`config.mk`:
```
export PLATFORM = sky130hd
export DESIGN_NAME = chop_bridge_ctrl
export DESIGN_NICKNAME = d
export VERILOG_FILES = /design/src/rtl/chop_pkg.sv /design/src/rtl/chop_seq.sv /design/src/rtl/chop_gate_map.sv /design/src/rtl/chop_gate_out.sv /design/src/rtl/chop_bridge_ctrl.sv
export SDC_FILE = /design/constraint.sdc
export NUM_CORES = 1
export LEC_CHECK = 0
export ABC_CLOCK_PERIOD_IN_PS = 3800
export CAP_MARGIN = 40
export CORE_MARGIN = 2
export CORE_UTILIZATION = 55
export DETAILED_ROUTE_END_ITERATION = 6
export GPL_ROUTABILITY_DRIVEN = 0
export PLACE_DENSITY = 0.77
export SLEW_MARGIN = 40
export SYNTH_ARGS = -nofsm -noshare
export SYNTH_HDL_FRONTEND = slang
export SYNTH_HIERARCHICAL = 1
export SYNTH_SLANG_ARGS = --single-unit
```
`constraint.sdc`:
```
create_clock -name clk -period 3.8 [get_ports clk]
set_clock_uncertainty 0.05 [all_clocks]
set_input_delay 0.95 -clock clk [delete_from_list [all_inputs] [get_ports clk]]
set_output_delay 0.95 -clock clk [all_outputs]
set_load 0.01 [all_outputs]
```
`src/rtl/chop_pkg.sv`:
```
package chop_pkg;
  localparam int LEGS = 2;

  typedef enum logic [1:0] {
    DCY_SLOW     = 2'b00,
    DCY_FAST     = 2'b01,
    DCY_MIXED    = 2'b10,
    DCY_SLOW_ALT = 2'b11
  } decay_e;

  typedef enum logic [1:0] {
    PH_IDLE = 2'b00,
    PH_ON   = 2'b01,
    PH_OFF  = 2'b10
  } phase_e;

  // per leg: bit 1 = source (high side), bit 0 = sink (low side); index 1 = leg A
  typedef logic [LEGS-1:0][1:0] gates_t;

  function automatic gates_t drive_pattern(input logic pol);
    gates_t p;
    p = pol ? {2'b01, 2'b10} : {2'b10, 2'b01};
    return p;
  endfunction

  function automatic gates_t sink_pattern(input logic pol);
    gates_t p;
    p = pol ? {2'b01, 2'b00} : {2'b00, 2'b01};
    return p;
  endfunction
endpackage

```
`src/rtl/chop_seq.sv`:
```
module chop_seq
  import chop_pkg::*;
#(
  parameter int OFF_CYC  = 12,
  parameter int FAST_CYC = 5
) (
  input  logic   clk,
  input  logic   rst,
  input  logic   run_i,
  input  logic   trip_i,
  input  logic   armed_i,
  output phase_e phase_o,
  output logic   fast_win_o
);
  localparam int CNT_W    = $clog2(OFF_CYC + 1);
  localparam int FAST_EFF = (FAST_CYC > OFF_CYC) ? OFF_CYC : FAST_CYC;
  localparam logic [CNT_W-1:0] LAST     = CNT_W'(OFF_CYC - 1);
  localparam logic [CNT_W-1:0] FAST_LIM = CNT_W'(FAST_EFF);

  phase_e           ph;
  logic [CNT_W-1:0] cnt;

  always_ff @(posedge clk) begin
    if (rst || !run_i) begin
      ph  <= PH_IDLE;
      cnt <= '0;
    end else begin
      case (ph)
        PH_IDLE: ph <= PH_ON;
        PH_ON: begin
          if (trip_i && armed_i) begin
            ph  <= PH_OFF;
            cnt <= '0;
          end
        end
        PH_OFF: begin
          if (cnt == LAST) begin
            ph  <= PH_ON;
            cnt <= '0;
          end else begin
            cnt <= cnt + 1'b1;
          end
        end
        default: ph <= PH_IDLE;
      endcase
    end
  end

  assign phase_o    = ph;
  assign fast_win_o = (ph == PH_OFF) && (cnt < FAST_LIM);

  // the off period cannot be cut short while enabled
  a_r6_off_hold: assert property (@(posedge clk) disable iff (rst)
    (ph == PH_OFF && cnt != LAST && run_i) |=> (ph == PH_OFF));

  // the final off cycle leads straight back into driving
  a_r9_reenter: assert property (@(posedge clk) disable iff (rst)
    (ph == PH_OFF && cnt == LAST && run_i) |=> (ph == PH_ON));

  // an unarmed comparator never ends the drive phase
  a_r8_blank_hold: assert property (@(posedge clk) disable iff (rst)
    (ph == PH_ON && !armed_i) |=> (ph != PH_OFF));
endmodule

```
`src/rtl/chop_gate_map.sv`:
```
module chop_gate_map
  import chop_pkg::*;
(
  input  phase_e phase_i,
  input  logic   fast_win_i,
  input  logic   pol_i,
  input  decay_e decay_i,
  output gates_t tgt_o
);
  always_comb begin
    tgt_o = '0;
    case (phase_i)
      PH_ON:  tgt_o = drive_pattern(pol_i);
      PH_OFF: begin
        case (decay_i)
          DCY_FAST:  tgt_o = '0;
          DCY_MIXED: tgt_o = fast_win_i ? '0 : sink_pattern(pol_i);
          default:   tgt_o = sink_pattern(pol_i);
        endcase
      end
      default: tgt_o = '0;
    endcase
  end
endmodule

```
`src/rtl/chop_gate_out.sv`:
```
module chop_gate_out
  import chop_pkg::*;
#(
  parameter int BLANK_CYC = 3
) (
  input  logic   clk,
  input  logic   rst,
  input  logic   run_i,
  input  gates_t tgt_i,
  output gates_t gates_o,
  output logic   armed_o
);
  localparam int BLK_W = $clog2(BLANK_CYC + 1);
  localparam logic [BLK_W-1:0] BLK_LOAD = BLK_W'(BLANK_CYC);

  gates_t           g;
  gates_t           nxt;
  logic [BLK_W-1:0] blk;

  for (genvar l = 0; l < LEGS; l++) begin : g_leg
    // a leg that must swap its conducting switch passes through all-off first
    assign nxt[l] = !run_i ? 2'b00 :
                    ((g[l] != 2'b00) && (tgt_i[l] != 2'b00) && (g[l] != tgt_i[l])) ? 2'b00 :
                    tgt_i[l];

    // source and sink of one leg never on together
    a_r11_no_shoot: assert property (@(posedge clk) disable iff (rst)
      g[l] != 2'b11);

    // a switch turns on only out of an all-off leg
    a_r11_dead_cycle: assert property (@(posedge clk) disable iff (rst)
      ($rose(g[l][1]) || $rose(g[l][0])) |-> ($past(g[l]) == 2'b00));
  end

  always_ff @(posedge clk) begin
    if (rst) begin
      g   <= '0;
      blk <= '0;
    end else begin
      g <= nxt;
      if (nxt != g)        blk <= BLK_LOAD;
      else if (blk != '0)  blk <= blk - 1'b1;
    end
  end

  assign gates_o = g;
  assign armed_o = (blk == '0) && (g == tgt_i);

  // disable or hold forces every gate off in the next cycle
  a_r10_force_off: assert property (@(posedge clk) disable iff (rst)
    !run_i |=> (g == '0));
endmodule

```
`src/rtl/chop_bridge_ctrl.sv`:
```
module chop_bridge_ctrl
  import chop_pkg::*;
#(
  parameter int OFF_CYCLES   = 200,
  parameter int BLANK_CYCLES = 25,
  parameter int FAST_CYCLES  = 60
) (
  input  logic       clk,
  input  logic       rst,
  input  logic       trip_i,
  input  logic [1:0] decay_i,
  input  logic       polarity_i,
  input  logic       enable_n_i,
  input  logic       halt_i,
  output logic       src_a_o,
  output logic       snk_a_o,
  output logic       src_b_o,
  output logic       snk_b_o
);
  logic   run;
  phase_e phase;
  logic   fast_win;
  logic   armed;
  gates_t tgt;
  gates_t gates;

  assign run = !enable_n_i && !halt_i;

  chop_seq #(
    .OFF_CYC  (OFF_CYCLES),
    .FAST_CYC (FAST_CYCLES)
  ) u_seq (
    .clk        (clk),
    .rst        (rst),
    .run_i      (run),
    .trip_i     (trip_i),
    .armed_i    (armed),
    .phase_o    (phase),
    .fast_win_o (fast_win)
  );

  chop_gate_map u_map (
    .phase_i    (phase),
    .fast_win_i (fast_win),
    .pol_i      (polarity_i),
    .decay_i    (decay_e'(decay_i)),
    .tgt_o      (tgt)
  );

  chop_gate_out #(
    .BLANK_CYC (BLANK_CYCLES)
  ) u_out (
    .clk     (clk),
    .rst     (rst),
    .run_i   (run),
    .tgt_i   (tgt),
    .gates_o (gates),
    .armed_o (armed)
  );

  assign {src_a_o, snk_a_o, src_b_o, snk_b_o} = gates;
endmodule

```
==> flow_metrics.env, run 1 <==
export IMPL_outcome="complete, no violations"
export IMPL_syn_mean_instance_area_um2=8.43
export IMPL_drt_iter0_drc=42
export IMPL_vias=1171
export IMPL_cts_buffers=3
export IMPL_power_leakage_nw=0.474
export IMPL_clkTransAtPathRegs_ns=0.11
export IMPL_die_x_um=52.0
export IMPL_route_detailed_drc=0
export IMPL_cts_tree="yes"
export IMPL_die_h_um=52.0
export IMPL_dr_pass1_iters=4
export IMPL_fin_tns_setup_ns=0
export IMPL_maxCapViolCount=0
export IMPL_io_pins=12
export IMPL_rsz0062_at_grt="no"
export IMPL_antenna_found_initial=0
export IMPL_synth_cells=150
export IMPL_core_area_um2=2190
export IMPL_cts_root_to_sink_buffers=2
export IMPL_period_share=0.848
export IMPL_cp_end_kind="register"
export IMPL_yosysSeqAreaShare=0.301
export IMPL_synth_compound_area_share=0.197
export IMPL_dp_slack_ns=0.303
export IMPL_cts_setup_buffers=0
export IMPL_die_area_um2=2700
export IMPL_syn2layout_area_growth_pct=12.1
export IMPL_hold_viol=0
export IMPL_muxShareOfSynthArea=0
export IMPL_cts_repair_resized=0
export IMPL_htree_levels=1
export IMPL_layout_drive_gt1_share=0.0870
export IMPL_max_freq_mhz=310
export IMPL_fin_ws_ns=0.577
export IMPL_synth_edf_count=0
export IMPL_synthXorXnorAreaFrac=0.0623
export IMPL_ctsRootBufferMaster="clkbuf_4"
export IMPL_holdBufCountCts=0
export IMPL_grt_max_degree=11
export IMPL_critPathKind="input pin to register"
export IMPL_finalNetCount=176
export IMPL_async_flop_share=0
export IMPL_grt_pass1_wl_mm=4.32
export IMPL_power_density_nw_per_um2=336
export IMPL_tightestPinTransition_ns=0.556
export IMPL_synth_simple_area_share=0.330
export IMPL_synth_flop_cell="dfxtp_1"
export IMPL_hpwlAfterDp_mm=1.94
export IMPL_syn_area_um2=1260
export IMPL_synth_top_family_by_area="simple AND/OR/NAND/NOR gates"
export IMPL_gr_total_overflow=0
export IMPL_num_rows=17
export IMPL_vias_per_cell=6.20
export IMPL_cts_sinks=19
export IMPL_synth_distinct_cells=48
export IMPL_avgRoutedWirePerCell_um=13.7
export IMPL_drt_antenna_violating_nets=0
export IMPL_yosysWarnings=6
export IMPL_syn_nets=164
export IMPL_cp_required_ns=3.92
export IMPL_max_slew_margin=0.628
export IMPL_insertedDiodeCount=0
export IMPL_grt_pass1_vias=1057
export IMPL_slew_violations=0
export IMPL_ys_seq_elements=19
export IMPL_wirelength_mm=2.58
export IMPL_setup_violations=0
export IMPL_portBuffers=11
export IMPL_initial_core_util=0.577
export IMPL_period_needed_ns=3.22
export IMPL_crit_path_start_kind="input pin"
export IMPL_clk_latency_ns=0.29
export IMPL_arrival_ns=3.34
export IMPL_path_max_fanout=8
export IMPL_synth_fa_ha_area_frac=0.0593
export IMPL_hold_path_class="register to register"
export IMPL_grtUsageTotal=0.207
export IMPL_peakVddDrop_uv=190
==> power breakdown <==
| group | total [mW] | leakage, nW | switching (mW) | internal (mW) |
|---|---|---|---|---|
| combinational | 0.145 | 0.305 | 0.0714 | 0.0732 |
| clock | 0.101 | 0.0150 | 0.0603 | 0.0408 |
| sequential | 0.231 | 0.154 | 0.0147 | 0.216 |
| total | 0.477 | 0.474 | 0.146 | 0.330 |
==> layout by cell type, fill, tap and decap left out, types with 2 or more instances in the layout <==
master and n:
or4_1 3, and3_1 3, clkdlybuf4s50_1 11, dfxtp_1 19
nand2_1 14, o211ai_1 6, o31ai_1 2, a311oi_1 2
inv_1 8, a21oi_1 6, xnor2_1 4, a2111oi_2 2
buf_4 2, nor2b_1 6, ha_1 6, nand4bb_1 2
o21ai_0 5, nand4_1 5, nand3_1 7, clkbuf_4 3
nand2b_1 4, nor2_1 6, xor2_1 5, a31oi_1 4
nand3b_1 2, and4b_1 2
==> synth_stat cells (4+ instances only) <==
master | count | area [um^2]
xnor2_1 | 4 | 35.0
dfxtp_1 | 19 | 380
inv_1 | 8 | 30.0
a31oi_1 | 4 | 25.0
ha_1 | 6 | 75.1
nand2b_1 | 4 | 25.0
nor2b_1 | 6 | 37.5
o211ai_1 | 6 | 45.0
xor2_1 | 5 | 43.8
o21ai_0 | 5 | 25.0
nand2_1 | 14 | 52.6
a21oi_1 | 6 | 30.0
nand4_1 | 5 | 31.3
nor2_1 | 6 | 22.5
nand3_1 | 7 | 35.0
==> cell type report <==
cell class                      instances  area [um^2]
Multi-Input combinational cell        117          821
Fill cell                             201          773
Sequential cell                        19          380
Timing Repair Buffer                   13          125
Tap cell                               28         35.0
Inverter                                8         30.0
Clock buffer                            4         26.3
==> routing by layer <==
layer	part of all wire	GRT usage	vias to the layer above
li1	-	-	578
met1	0.48	0.273	551
met2	0.46	0.338	38
met3	0.044	0.0287	4
met4	0.015	0.0833	0
met5	0	0	-
==> kinds of logic after synthesis <==
group / Yosys count
AO/OA/AOI/OAI: 35
XOR/XNOR: 9
adder cells (fa/ha/maj): 6
buffers and inverters: 14
flip-flops: 19
AND/OR/NAND/NOR: 67
==> state kept, by name (all words and copies together) (netlist names) <==
signal	cells
u_out/blk	5
u_out/gates_o	4
u_seq/cnt	8
u_seq/phase_o	2
==> stage by stage <==
stage	instances	hold slack, ns	power [mW]	instance area, um^2	utilization
6_report	189	0.452	0.477	1420	0.647
5_1_grt	189	0.460	0.507	1420	0.647
4_1_cts	189	0.447	0.482	1420	0.647
3_5_place_dp	185	0.429	0.382	1390	0.635
3_3_place_gp	185	0.418	0.370	1390	0.635
2_1_floorplan	150	0.406	0.344	1260	-
==> path summary, 6_finish.rpt <==
path | from | to | slack, ns | depth (start not counted)
setup reg to reg | u_seq/cnt[2] | u_seq/cnt[6] | 0.93 | 11
hold / removal | u_seq/cnt[5] | u_seq/cnt[5] | 0.45 | 2
hold reg to reg | u_seq/cnt[5] | u_seq/cnt[5] | 0.45 | 2
setup / recovery | decay_i[0] | u_seq/cnt[6] | 0.58 | 12
==> critical path: stages <==
cell	delay, ns
clkdlybuf4s50_1	0.45
inv_1	0.04
ha_1	0.26
nor2_1	0.06
a2111oi_2	0.35
buf_4	0.20
xnor2_1	0.12
nand4_1	0.10
nor2_1	0.16
nand4b_1	0.33
nand4_1	0.22
o211ai_1	0.10
Power figures use the tool's default switching activity.
==> inputs of run 2 (changes only) <==
Settings changed: ABC_CLOCK_PERIOD_IN_PS 3800 to 3050.
Clock period 3.8 ns to 3.05 ns, I/O delays scaled along.
==> flow_metrics.env, run 2 (same netlist as run 1, synthesis figures left out) <==
export IMPL_outcome="complete, no violations"
export IMPL_drt_antenna_violating_nets=0
export IMPL_min_delay_path_depth=2
export IMPL_htree_levels=1
export IMPL_clkTransAtPathRegs_ns=0.10
export IMPL_die_area_um2=2700
export IMPL_die_x_um=52.0
export IMPL_cts_tree="yes"
export IMPL_largest_reg_flops=8
export IMPL_hold_path_class="register to register"
export IMPL_insertedDiodeCount=0
export IMPL_path_max_fanout=8
export IMPL_grtUsageTotal=0.233
export IMPL_fin_ws_ns=0.144
export IMPL_antenna_found_initial=0
export IMPL_setup_violations=0
export IMPL_cts_setup_buffers=0
export IMPL_rr_worst_depth=12
export IMPL_cts_sinks=19
export IMPL_slew_violations=0
export IMPL_fin_tns_setup_ns=0
export IMPL_period_needed_ns=2.91
export IMPL_grt_max_degree=13
export IMPL_finalNetCount=179
export IMPL_startpoint="decay_i[0]"
export IMPL_dr_pass1_iters=4
export IMPL_cp_required_ns=3.17
export IMPL_portBuffers=11
export IMPL_clk_latency_ns=0.31
export IMPL_max_slew_margin=0.637
export IMPL_max_freq_mhz=344
export IMPL_hold_path_startpoint="u_seq/cnt[5]"
export IMPL_fin_hold_ws_ns=0.455
export IMPL_final_core_util=0.659
export IMPL_regMostFlops="u_seq/cnt"
export IMPL_grt_pass1_wl_mm=4.71
export IMPL_num_rows=17
export IMPL_arrival_ns=3.02
export IMPL_grt_pass1_vias=1040
export IMPL_crit_path_start_kind="input pin"
export IMPL_nFillCells=195
export IMPL_dp_slack_ns=-0.164
export IMPL_most_common_layout_cells="19 x dfxtp_1, 14 x nand2_1, 11 x clkdlybuf4s50_1"
export IMPL_rsz0062_at_grt="no"
export IMPL_reg2reg_setup_slack_ns=0.34
export IMPL_critPathKind="input pin to register"
export IMPL_core_area_um2=2190
export IMPL_power_density_nw_per_um2=424
export IMPL_holdBufCountCts=0
export IMPL_placedInstanceArea_um2=1410
export IMPL_cts_root_to_sink_buffers=2
export IMPL_layout_drive_gt1_share=0.110
export IMPL_route_detailed_drc=0
export IMPL_power_leakage_nw=0.488
export IMPL_initial_core_util=0.577
export IMPL_cts_buffers=3
export IMPL_maxCapViolCount=0
export IMPL_hold_end="u_seq/cnt[5]"
export IMPL_power_total_mw=0.612
export IMPL_vias_per_cell=6.04
export IMPL_avgRoutedWirePerCell_um=14.1
export IMPL_ctsRootBufferMaster="clkbuf_4"
export IMPL_period_share=0.953
export IMPL_r2r_end="u_seq/cnt[6]"
export IMPL_placed_cells=188
export IMPL_peakVddDrop_uv=277
export IMPL_gr_total_overflow=0
export IMPL_tightestPinTransition_ns=0.543
export IMPL_final_common_cell="dfxtp_1"
export IMPL_syn2layout_area_growth_pct=14.1
export IMPL_drt_iter0_drc=36
export IMPL_wirelength_mm=2.71
export IMPL_die_h_um=52.0
export IMPL_vias=1159
export IMPL_instances_no_fill=192
export IMPL_io_pins=12
export IMPL_hpwlAfterDp_mm=2.04
export IMPL_r2r_start="u_seq/cnt[2]"
export IMPL_hold_viol=0
export IMPL_postLayoutCellArea_um2=1440
export IMPL_cts_repair_resized=0
export IMPL_cp_end_kind="register"
run 2: power breakdown:
part	total [mW]	internal (mW)	switching, mW	leakage [nW]
Clock	0.135	0.0500	0.0851	0.0139
Combinational	0.190	0.0932	0.0966	0.320
Sequential	0.287	0.270	0.0180	0.154
run 2: worst max-delay path by stage:
stage	end	slack (ns)
detailed placement	u_seq/cnt[6]	-0.16
floorplan	u_out/blk[1]	0.34
CTS	u_seq/cnt[6]	0.14
global route	u_seq/cnt[6]	0.01
finish	u_seq/cnt[6]	0.14
global placement	u_seq/cnt[2]	-0.09
run 2: cell type report:
type	count	area, um^2	share of cell area
tap	28	35.0	0.0243
multi-input combinational	117	821	0.568
clock inverter	1	7.51	0.00520
inverter	8	30.0	0.0208
clock buffer	3	22.5	0.0156
timing repair buffer	16	148	0.102
sequential	19	380	0.263
run 2: routing by layer:
metal,up-vias,share of wire,global-route usage
li1,587,-,-
met5,-,0,0
met2,26,0.46,0.350
met4,0,0.0033,0.0789
met3,2,0.045,0.0345
met1,544,0.49,0.337
run 2: worst max-delay path, stage by stage:
cell,delay (ns)
clkdlybuf4s50_1,0.46
inv_1,0.04
ha_1,0.27
nor2_1,0.06
a2111oi_2,0.35
buf_4,0.18
xnor2_1,0.11
nand4_1,0.13
nor2_1,0.18
nand4b_1,0.11
buf_4,0.18
nand4_1,0.09
o211ai_1,0.10
==> inputs of run 3 (changes only) <==
Settings changed: CTS_CLUSTER_SIZE from default to 24.
==> results of run 3 <==
No change in the layout: final DEF, timing and power equal those of run 2.
